File: config.mk
export PLATFORM = sky130hd
export DESIGN_NAME = vlan_ingress_classifier
export DESIGN_NICKNAME = d
export VERILOG_FILES = /design/src/rtl/vlan_cls_pkg.sv /design/src/rtl/vlan_tag_recog.sv /design/src/rtl/vlan_vid_select.sv /design/src/rtl/vlan_drop_eval.sv /design/src/rtl/vlan_ingress_classifier.sv
export SDC_FILE = /design/constraint.sdc
export NUM_CORES = 1
export LEC_CHECK = 0
export ABC_CLOCK_PERIOD_IN_PS = 2200
export CORE_AREA = 2 2 53 80
export DETAILED_ROUTE_END_ITERATION = 8
export DIE_AREA = 0 0 55 82
export GPL_TIMING_DRIVEN = 1
export PLACE_DENSITY = 0.87
export SYNTH_ARGS = -nofsm -noshare
export SYNTH_HDL_FRONTEND = slang
export SYNTH_SLANG_ARGS = --single-unit
File: constraint.sdc
create_clock -name clk -period 2.2 [get_ports clk]
set_input_delay 0.22 -clock clk [delete_from_list [all_inputs] [get_ports clk]]
set_output_delay 0.22 -clock clk [all_outputs]
set_load 0.01 [all_outputs]
File: src/rtl/vlan_cls_pkg.sv
package vlan_cls_pkg;

  typedef enum logic [1:0] {
    TAG_NONE  = 2'd0,
    TAG_CTAG  = 2'd1,
    TAG_STAG  = 2'd2,
    TAG_OTHER = 2'd3
  } tag_kind_e;

  function automatic logic kind_recognised(input tag_kind_e k);
    return (k == TAG_CTAG) || (k == TAG_STAG);
  endfunction

endpackage

File: src/rtl/vlan_tag_recog.sv
module vlan_tag_recog
  import vlan_cls_pkg::*;
#(
  parameter int unsigned             TPID_W = 16,
  parameter logic [TPID_W-1:0]       C_TPID = 16'h8100,
  parameter logic [TPID_W-1:0]       S_TPID = 16'h88A8
) (
  input  logic              tag_vld,
  input  logic [TPID_W-1:0] tag_tpid,
  output tag_kind_e         tag_kind
);

  always_comb begin
    if (!tag_vld) begin
      tag_kind = TAG_NONE;
    end else if (tag_tpid == C_TPID) begin
      tag_kind = TAG_CTAG;
    end else if (tag_tpid == S_TPID) begin
      tag_kind = TAG_STAG;
    end else begin
      tag_kind = TAG_OTHER;
    end
  end

endmodule

File: src/rtl/vlan_vid_select.sv
module vlan_vid_select
  import vlan_cls_pkg::*;
#(
  parameter int unsigned VID_W = 12
) (
  input  logic             aware,
  input  tag_kind_e        outer_kind,
  input  logic [VID_W-1:0] outer_vid,
  input  logic [VID_W-1:0] pvid,
  output logic [VID_W-1:0] cls_vid,
  output logic             outer_recog,
  output logic             prio_ctag,
  output logic             prio_stag
);

  logic vid_zero;
  logic use_tag;

  always_comb begin
    outer_recog = kind_recognised(outer_kind);
    vid_zero    = (outer_vid == '0);
    use_tag     = aware && outer_recog && !vid_zero;
    cls_vid     = use_tag ? outer_vid : pvid;
    prio_ctag   = aware && (outer_kind == TAG_CTAG) && vid_zero;
    prio_stag   = aware && (outer_kind == TAG_STAG) && vid_zero;
  end

endmodule

File: src/rtl/vlan_drop_eval.sv
module vlan_drop_eval (
  input  logic aware,
  input  logic pvid_zero,
  input  logic mc_src,
  input  logic outer_recog,
  input  logic prio_ctag,
  input  logic prio_stag,
  input  logic en_mc_src,
  input  logic en_untag,
  input  logic en_prio_c,
  input  logic en_prio_s,
  output logic drop
);

  logic strict_port;
  logic tag_rule_hit;

  always_comb begin
    strict_port  = aware && pvid_zero;
    tag_rule_hit = (en_untag  && !outer_recog) ||
                   (en_prio_c && prio_ctag)    ||
                   (en_prio_s && prio_stag);
    drop         = (en_mc_src && mc_src) || (strict_port && tag_rule_hit);
  end

endmodule

File: src/rtl/vlan_ingress_classifier.sv
module vlan_ingress_classifier
  import vlan_cls_pkg::*;
#(
  parameter int unsigned       MAC_W    = 48,
  parameter int unsigned       VID_W    = 12,
  parameter int unsigned       TPID_W   = 16,
  parameter int unsigned       NUM_TAGS = 2,
  parameter int unsigned       POP_W    = 2,
  parameter logic [TPID_W-1:0] C_TPID   = 16'h8100,
  parameter logic [TPID_W-1:0] S_TPID   = 16'h88A8
) (
  input  logic                       clk,
  input  logic                       rst_n,
  input  logic                       hdr_valid,
  input  logic [MAC_W-1:0]           hdr_smac,
  input  logic [NUM_TAGS-1:0]        hdr_tag_vld,
  input  logic [NUM_TAGS*TPID_W-1:0] hdr_tag_tpid,
  input  logic [VID_W-1:0]           hdr_outer_vid,
  input  logic [VID_W-1:0]           cfg_pvid,
  input  logic                       cfg_aware,
  input  logic [POP_W-1:0]           cfg_pop_cnt,
  input  logic                       cfg_drop_mc_smac,
  input  logic                       cfg_drop_untag,
  input  logic                       cfg_drop_prio_c,
  input  logic                       cfg_drop_prio_s,
  output logic                       res_valid,
  output logic [VID_W-1:0]           res_vid,
  output logic [POP_W-1:0]           res_pop,
  output logic                       res_drop
);

  localparam int unsigned MC_BIT  = MAC_W - 8;
  localparam int unsigned DEPTH_W = $clog2(NUM_TAGS + 1);
  localparam int unsigned CMP_W   = (POP_W > DEPTH_W) ? POP_W : DEPTH_W;

  tag_kind_e            tag_kind [NUM_TAGS];
  logic [NUM_TAGS:0]    run_chain;
  logic [DEPTH_W-1:0]   tag_depth;
  logic [CMP_W-1:0]     depth_ext;
  logic [CMP_W-1:0]     req_ext;
  logic [POP_W-1:0]     pop_nxt;
  logic [VID_W-1:0]     vid_nxt;
  logic                 drop_nxt;
  logic                 outer_recog;
  logic                 prio_ctag;
  logic                 prio_stag;
  logic                 valid_nxt;

  // One recogniser per tag slot
  assign run_chain[0] = 1'b1;
  for (genvar g = 0; g < NUM_TAGS; g++) begin : g_slot
    vlan_tag_recog #(
      .TPID_W (TPID_W),
      .C_TPID (C_TPID),
      .S_TPID (S_TPID)
    ) u_recog (
      .tag_vld  (hdr_tag_vld[g]),
      .tag_tpid (hdr_tag_tpid[g*TPID_W +: TPID_W]),
      .tag_kind (tag_kind[g])
    );
    assign run_chain[g+1] = run_chain[g] && kind_recognised(tag_kind[g]);
  end

  // Depth of consecutive recognised tags from the outer slot
  always_comb begin
    tag_depth = '0;
    for (int i = 1; i <= NUM_TAGS; i++) begin
      if (run_chain[i]) begin
        tag_depth = tag_depth + DEPTH_W'(1);
      end
    end
  end

  // Strip count: requested count clamped to the recognised depth
  always_comb begin
    depth_ext = CMP_W'(tag_depth);
    req_ext   = CMP_W'(cfg_pop_cnt);
    if (!cfg_aware) begin
      pop_nxt = '0;
    end else if (req_ext < depth_ext) begin
      pop_nxt = cfg_pop_cnt;
    end else begin
      pop_nxt = POP_W'(depth_ext);
    end
  end

  vlan_vid_select #(
    .VID_W (VID_W)
  ) u_vid (
    .aware       (cfg_aware),
    .outer_kind  (tag_kind[0]),
    .outer_vid   (hdr_outer_vid),
    .pvid        (cfg_pvid),
    .cls_vid     (vid_nxt),
    .outer_recog (outer_recog),
    .prio_ctag   (prio_ctag),
    .prio_stag   (prio_stag)
  );

  vlan_drop_eval u_drop (
    .aware       (cfg_aware),
    .pvid_zero   (cfg_pvid == '0),
    .mc_src      (hdr_smac[MC_BIT]),
    .outer_recog (outer_recog),
    .prio_ctag   (prio_ctag),
    .prio_stag   (prio_stag),
    .en_mc_src   (cfg_drop_mc_smac),
    .en_untag    (cfg_drop_untag),
    .en_prio_c   (cfg_drop_prio_c),
    .en_prio_s   (cfg_drop_prio_s),
    .drop        (drop_nxt)
  );

  assign valid_nxt = hdr_valid;

  // Result registers; data loaded only when a header is accepted
  always_ff @(posedge clk or negedge rst_n) begin
    if (!rst_n) begin
      res_valid <= 1'b0;
    end else begin
      res_valid <= valid_nxt;
    end
  end

  always_ff @(posedge clk or negedge rst_n) begin
    if (!rst_n) begin
      res_vid  <= '0;
      res_pop  <= '0;
      res_drop <= 1'b0;
    end else if (hdr_valid) begin
      res_vid  <= vid_nxt;
      res_pop  <= pop_nxt;
      res_drop <= drop_nxt;
    end
  end

endmodule

Word level (Yosys, flattened, before mapping)
Cells that the tools add are included.
Cells by class
  reduce and logical (&&, ||, !) cells: 22
  mux-type cells: 11
  equality and inequality tests: 8
  add/sub/neg operators: 1
  $lt $le $gt $ge: 1
Operators with widths (count)
  16-bit == test (second input constant): 4
  12-bit zero test: 2
  2-bit two-way mux: 7
  1-bit logical AND: 13
  12-bit two-way mux: 1
  1-bit logical OR: 5
  2-bit by 1-bit == test with 1-bit output (second input constant): 2
  2-bit == test (second input constant): 2
  1-bit two-way mux: 3
  2-bit by 1-bit adder with 2-bit output (second input constant): 1
  1-bit zero test: 2
  2-bit < comparator: 1
Storage, ports and cells
  bits in registers: 16
  output and inout port bits: 16
  input port bits: 116

Longest topological paths before layout
  word-level depth: 12
  depth in mapped cells: 9

By module
A second synthesis with hierarchy kept.
Unflattened totals
  cells, all modules: 101
  area, all modules: 1119.8 µm²
By module, submodules not included
  vlan_ingress_classifier: seq. area each 400.4 µm², area each 721.9 µm², cells an instance 50, times used 1
  vlan_vid_select: seq. area each 0.0 µm², area each 214.0 µm², cells an instance 28, times used 1
  vlan_tag_recog: seq. area each 0.0 µm², area each 78.8 µm², cells an instance 9, times used 2
  vlan_drop_eval: seq. area each 0.0 µm², area each 26.3 µm², cells an instance 5, times used 1

Least setup slack after synthesis
No wires, ideal clock.
  path kind: input port to flip-flop
  start point: input hdr_tag_tpid[10]
  end point: register res_vid[1]
  required time: 2.074 ns
  stages on the path: 8
  setup slack: 0.020 ns
  setup time: 0.126 ns
  arrival: 2.054 ns
  cell sequence: nor4b_1 nand3_1 o31ai_1 ha_1 nand2b_1 a31oi_2 nor2_4 a221o_1
Between the ends
  longest elaborated chain between the ends: 9
  elaborated cells between the ends (all ways): 11
Ends and longest elaborated chain
  start: declaration: RTL line vlan_ingress_classifier.sv:17  | input logic [NUM_TAGS*TPID_W-1:0] hdr_tag_tpid,
  16-bit == test: RTL line vlan_tag_recog.sv:18  | end else if (tag_tpid == S_TPID) begin
  1-bit two-way mux: RTL line vlan_tag_recog.sv:18
  2-bit two-way mux *: RTL line vlan_tag_recog.sv:16  | end else if (tag_tpid == C_TPID) begin
  2-bit two-way mux *: RTL line vlan_tag_recog.sv:14  | if (!tag_vld) begin
  2-bit by 1-bit == test with 1-bit output / 2-bit == test (equally long branches): RTL line vlan_cls_pkg.sv:11  | return (k == TAG_CTAG) || (k == TAG_STAG);
  1-bit logical OR *: RTL line vlan_cls_pkg.sv:11
  1-bit logical AND * (2 in series): RTL line vlan_vid_select.sv:22  | use_tag = aware && outer_recog && !vid_zero;
  12-bit two-way mux *: RTL line vlan_vid_select.sv:23  | cls_vid = use_tag ? outer_vid : pvid;
  end signal: assignment: RTL line vlan_ingress_classifier.sv:131  | res_vid <= vid_nxt;
  end: declaration: RTL line vlan_ingress_classifier.sv:27  | output logic [VID_W-1:0] res_vid,
Mark *: on every way between the ends. The rest lies on a longest branch, timed or not.
A chain may end at the register's enable or synchronous reset.

Worst setup path after layout
  start point: input hdr_tag_tpid[12]
  end point: register res_vid[6]
The elaborated chain is that of the path after synthesis.

==> metrics.yaml <==
outcome: "complete, no violations"
max_freq_mhz: 471
grt_setup_unrepaired: "false"
htreeDepth: 1
gr-total-overflow: 0
max-vdd-ir-drop_uv: 345
via_count: 1260
crit_path_max_incr_delay_ns: 0.35
final_common_cell: "clkdlybuf4s50_1"
path_max_fanout: 5
detailedRoute.firstIterationViolations: 40
die_area_um2: 4510
place.port_buffers: 84
antenna-diode-count: 0
grt_pass1_vias: 1217
layout.nets: 313
timing.final.crit_share_pct: 96.5
syn-cell-area_um2: 963
path_buf_inv: 1
rrSetupSlack_ns: 1.28
power_density_nw_per_um2: 454
cp.arrival_ns: 2.27
synth_largest_area_cell: "dfrtp_1"
synth_cells: 98
row_count: 28
seq_area_frac_synth_pct: 41.6
wire_per_inst_um: 14.8
track_usage_pct: 16.1
antenna_found_initial: 0
path_class: "in -> reg"
drive_above_1_share_pct: 12.4
synth_warnings: 0
place_area_um2: 1910
required_ns: 2.34
syn2layout_area_growth_pct: 112
multi_input_area_um2: 636
p_leak_uw: 0.000792
clockBufferDepth: 2
finalHoldViolCount: 0
ys_ff_latch: 16
placeableCoreArea_um2: 3850
setup_ws_ns: 0.0764
ys_top_cells_by_area: "dfrtp_1 42%, a221o_1 9.4%, nor2b_1 7.1%"
cts.sinks: 16
cts_buffers: 3
final_area_um2: 2050
drc_errors: 0
root_buffer: "clkbuf_8"
register_area_um2: 400
synth_fp_nets: 217
finalSetupViolations: 0
slowest_stage: "a221o_1"
slew_violations: 0
viasPerCell: 5.29
drt-total-wl_um: 3520
chipWidth_um: 55
tritoncts: "built"
hpwl_um: 2830
end_kind: "flip-flop"
die_h_um: 82
hold_slack_ns: 0.403
worst_pin_slew_ns: 0.739
tns_ns: 0
firstDrtPassIters: 4
gp_congestion: 0.743
crit_family: "compound AO/OA/AOI/OAI gates"
cap_violations: 0
fin_skew_ns: 0
grt_max_degree: 17
worstHoldPathType: "in -> async"
r2r_end: "res_drop$_DFFE_PN0P_"
postCtsSetupRepairBufs: 0
crit_chain: "dlygate4sd2_1, nor4_1, nand3_2, o31ai_4, ha_4, nand2b_4, a31oi_4, nor2_4, a221o_1"
grt_pass1_wl_um: 5340
fill_cells: 350
clock_latency_ns: 0.25
clk_pin_slew_ns: 0.06
dp_slack_ns: -0.468
syn_area_per_cell_um2: 9.83
yosysUniqueCellTypes: 28
final_antenna_net_count: 0
startpoint_type: "primary input"
r2r-start: "res_drop$_DFFE_PN0P_"
start_util_pct: 25.0
io_pins: 132
period_needed_ns: 2.12
fin_util_pct: 53.1
mostFrequentLayoutCells: "73 x clkdlybuf4s50_1, 16 x dfrtp_1, 10 x nor2b_1"
max_slew_margin_pct: 50.6
netlist.area_leader.share_pct: 41.6
ff2ff_path_depth: 4
[power breakdown]
| group | total [uW] | internal (uW) | leakage, uW | switching, uW |
|---|---|---|---|---|
| Sequential | 342 | 325 | 0.000199 | 16.9 |
| Combinational | 327 | 212 | 0.000564 | 116 |
| Clock | 261 | 159 | 0.0000288 | 102 |
| Total | 930 | 695 | 0.000792 | 235 |
[through the flow]
step / total power [uW] / std cells
floorplan: 435 / 98
global placement: 653 / 233
detailed placement: 660 / 233
CTS: 924 / 237
global route: 979 / 238
finish: 930 / 238
[cell families after synthesis]
| logic type | Yosys count | share of synthesized area, % |
|---|---|---|
| flip-flops | 16 | 41.6 |
| AO/OA/AOI/OAI | 22 | 18.3 |
| multiplexers | 3 | 3.12 |
| adder cells (fa/ha/maj) | 3 | 3.90 |
| buffers and inverters | 3 | 1.17 |
| AND/OR/NAND/NOR | 51 | 31.9 |
[synth_stat cells (all sizes together)]
cell and count:
o21a 2, a31oi 1, mux2i 3, inv 2
nand4 4, a32oi 1, o21ai 5, dfrtp 16
nor2b 11, ha 3, nor3 4, and2 1
nor4bb 1, nor2 2, nand2 6, nand3 5
nand2b 3, clkbuf 1, and4b 1, nor4 9
a21oi 2, a221o 9, o31ai 2, and3 1
nor4b 1, nand3b 2
[layout make-up]
class,instances,share of cell area [%]
Clock buffer,4,2.69
Inverter,2,0.367
Multi-Input combinational cell,80,31.1
Tap cell,45,2.75
Timing Repair Buffer,91,43.6
Sequential cell,16,19.6
[repair_timing]
action / 4_1_cts / 5_1_grt
gates cloned: 0 / 1
resized for setup: 18 / 10
hold buffers: 0 / 0
setup endpoints to repair: 13 / 13
pin swaps: 7 / 9
[flip-flops by register name, indices dropped and copies added, names as in the netlist]
signal and cells:
res_pop 2, res_drop 1, res_valid 1, res_vid 12
[worst max path at each step]
stage	startpoint	end	depth (start not counted)
global placement	hdr_tag_tpid[10]	res_pop[0]$_DFFE_PN0P_	11
global route	hdr_tag_tpid[12]	res_vid[7]$_DFFE_PN0P_	10
CTS	hdr_tag_tpid[4]	res_pop[0]$_DFFE_PN0P_	11
finish	hdr_tag_tpid[12]	res_vid[6]$_DFFE_PN0P_	9
floorplan	hdr_tag_tpid[10]	res_vid[1]$_DFFE_PN0P_	8
detailed placement	hdr_tag_tpid[10]	res_pop[0]$_DFFE_PN0P_	11
[per-layer routing]
| layer | vias up | global-route usage (%) | share of wire, % | routed length (um) |
|---|---|---|---|---|
| met5 | - | 0 | 0 | 0 |
| met4 | 0 | 5.85 | 1.6 | 57 |
| met3 | 5 | 3.82 | 13 | 448 |
| met2 | 82 | 29.2 | 50 | 1780 |
| met1 | 593 | 17.3 | 35 | 1240 |
| li1 | 580 | - | - | - |
[worst register-to-register path: stages, from the launching register on]
cell and delay (ns):
dfrtp_1 0.34, nand2b_1 0.09, and3_1 0.15, a32oi_1 0.14, o21a_1 0.14
Note: power is estimated with default switching activity, not from simulation.
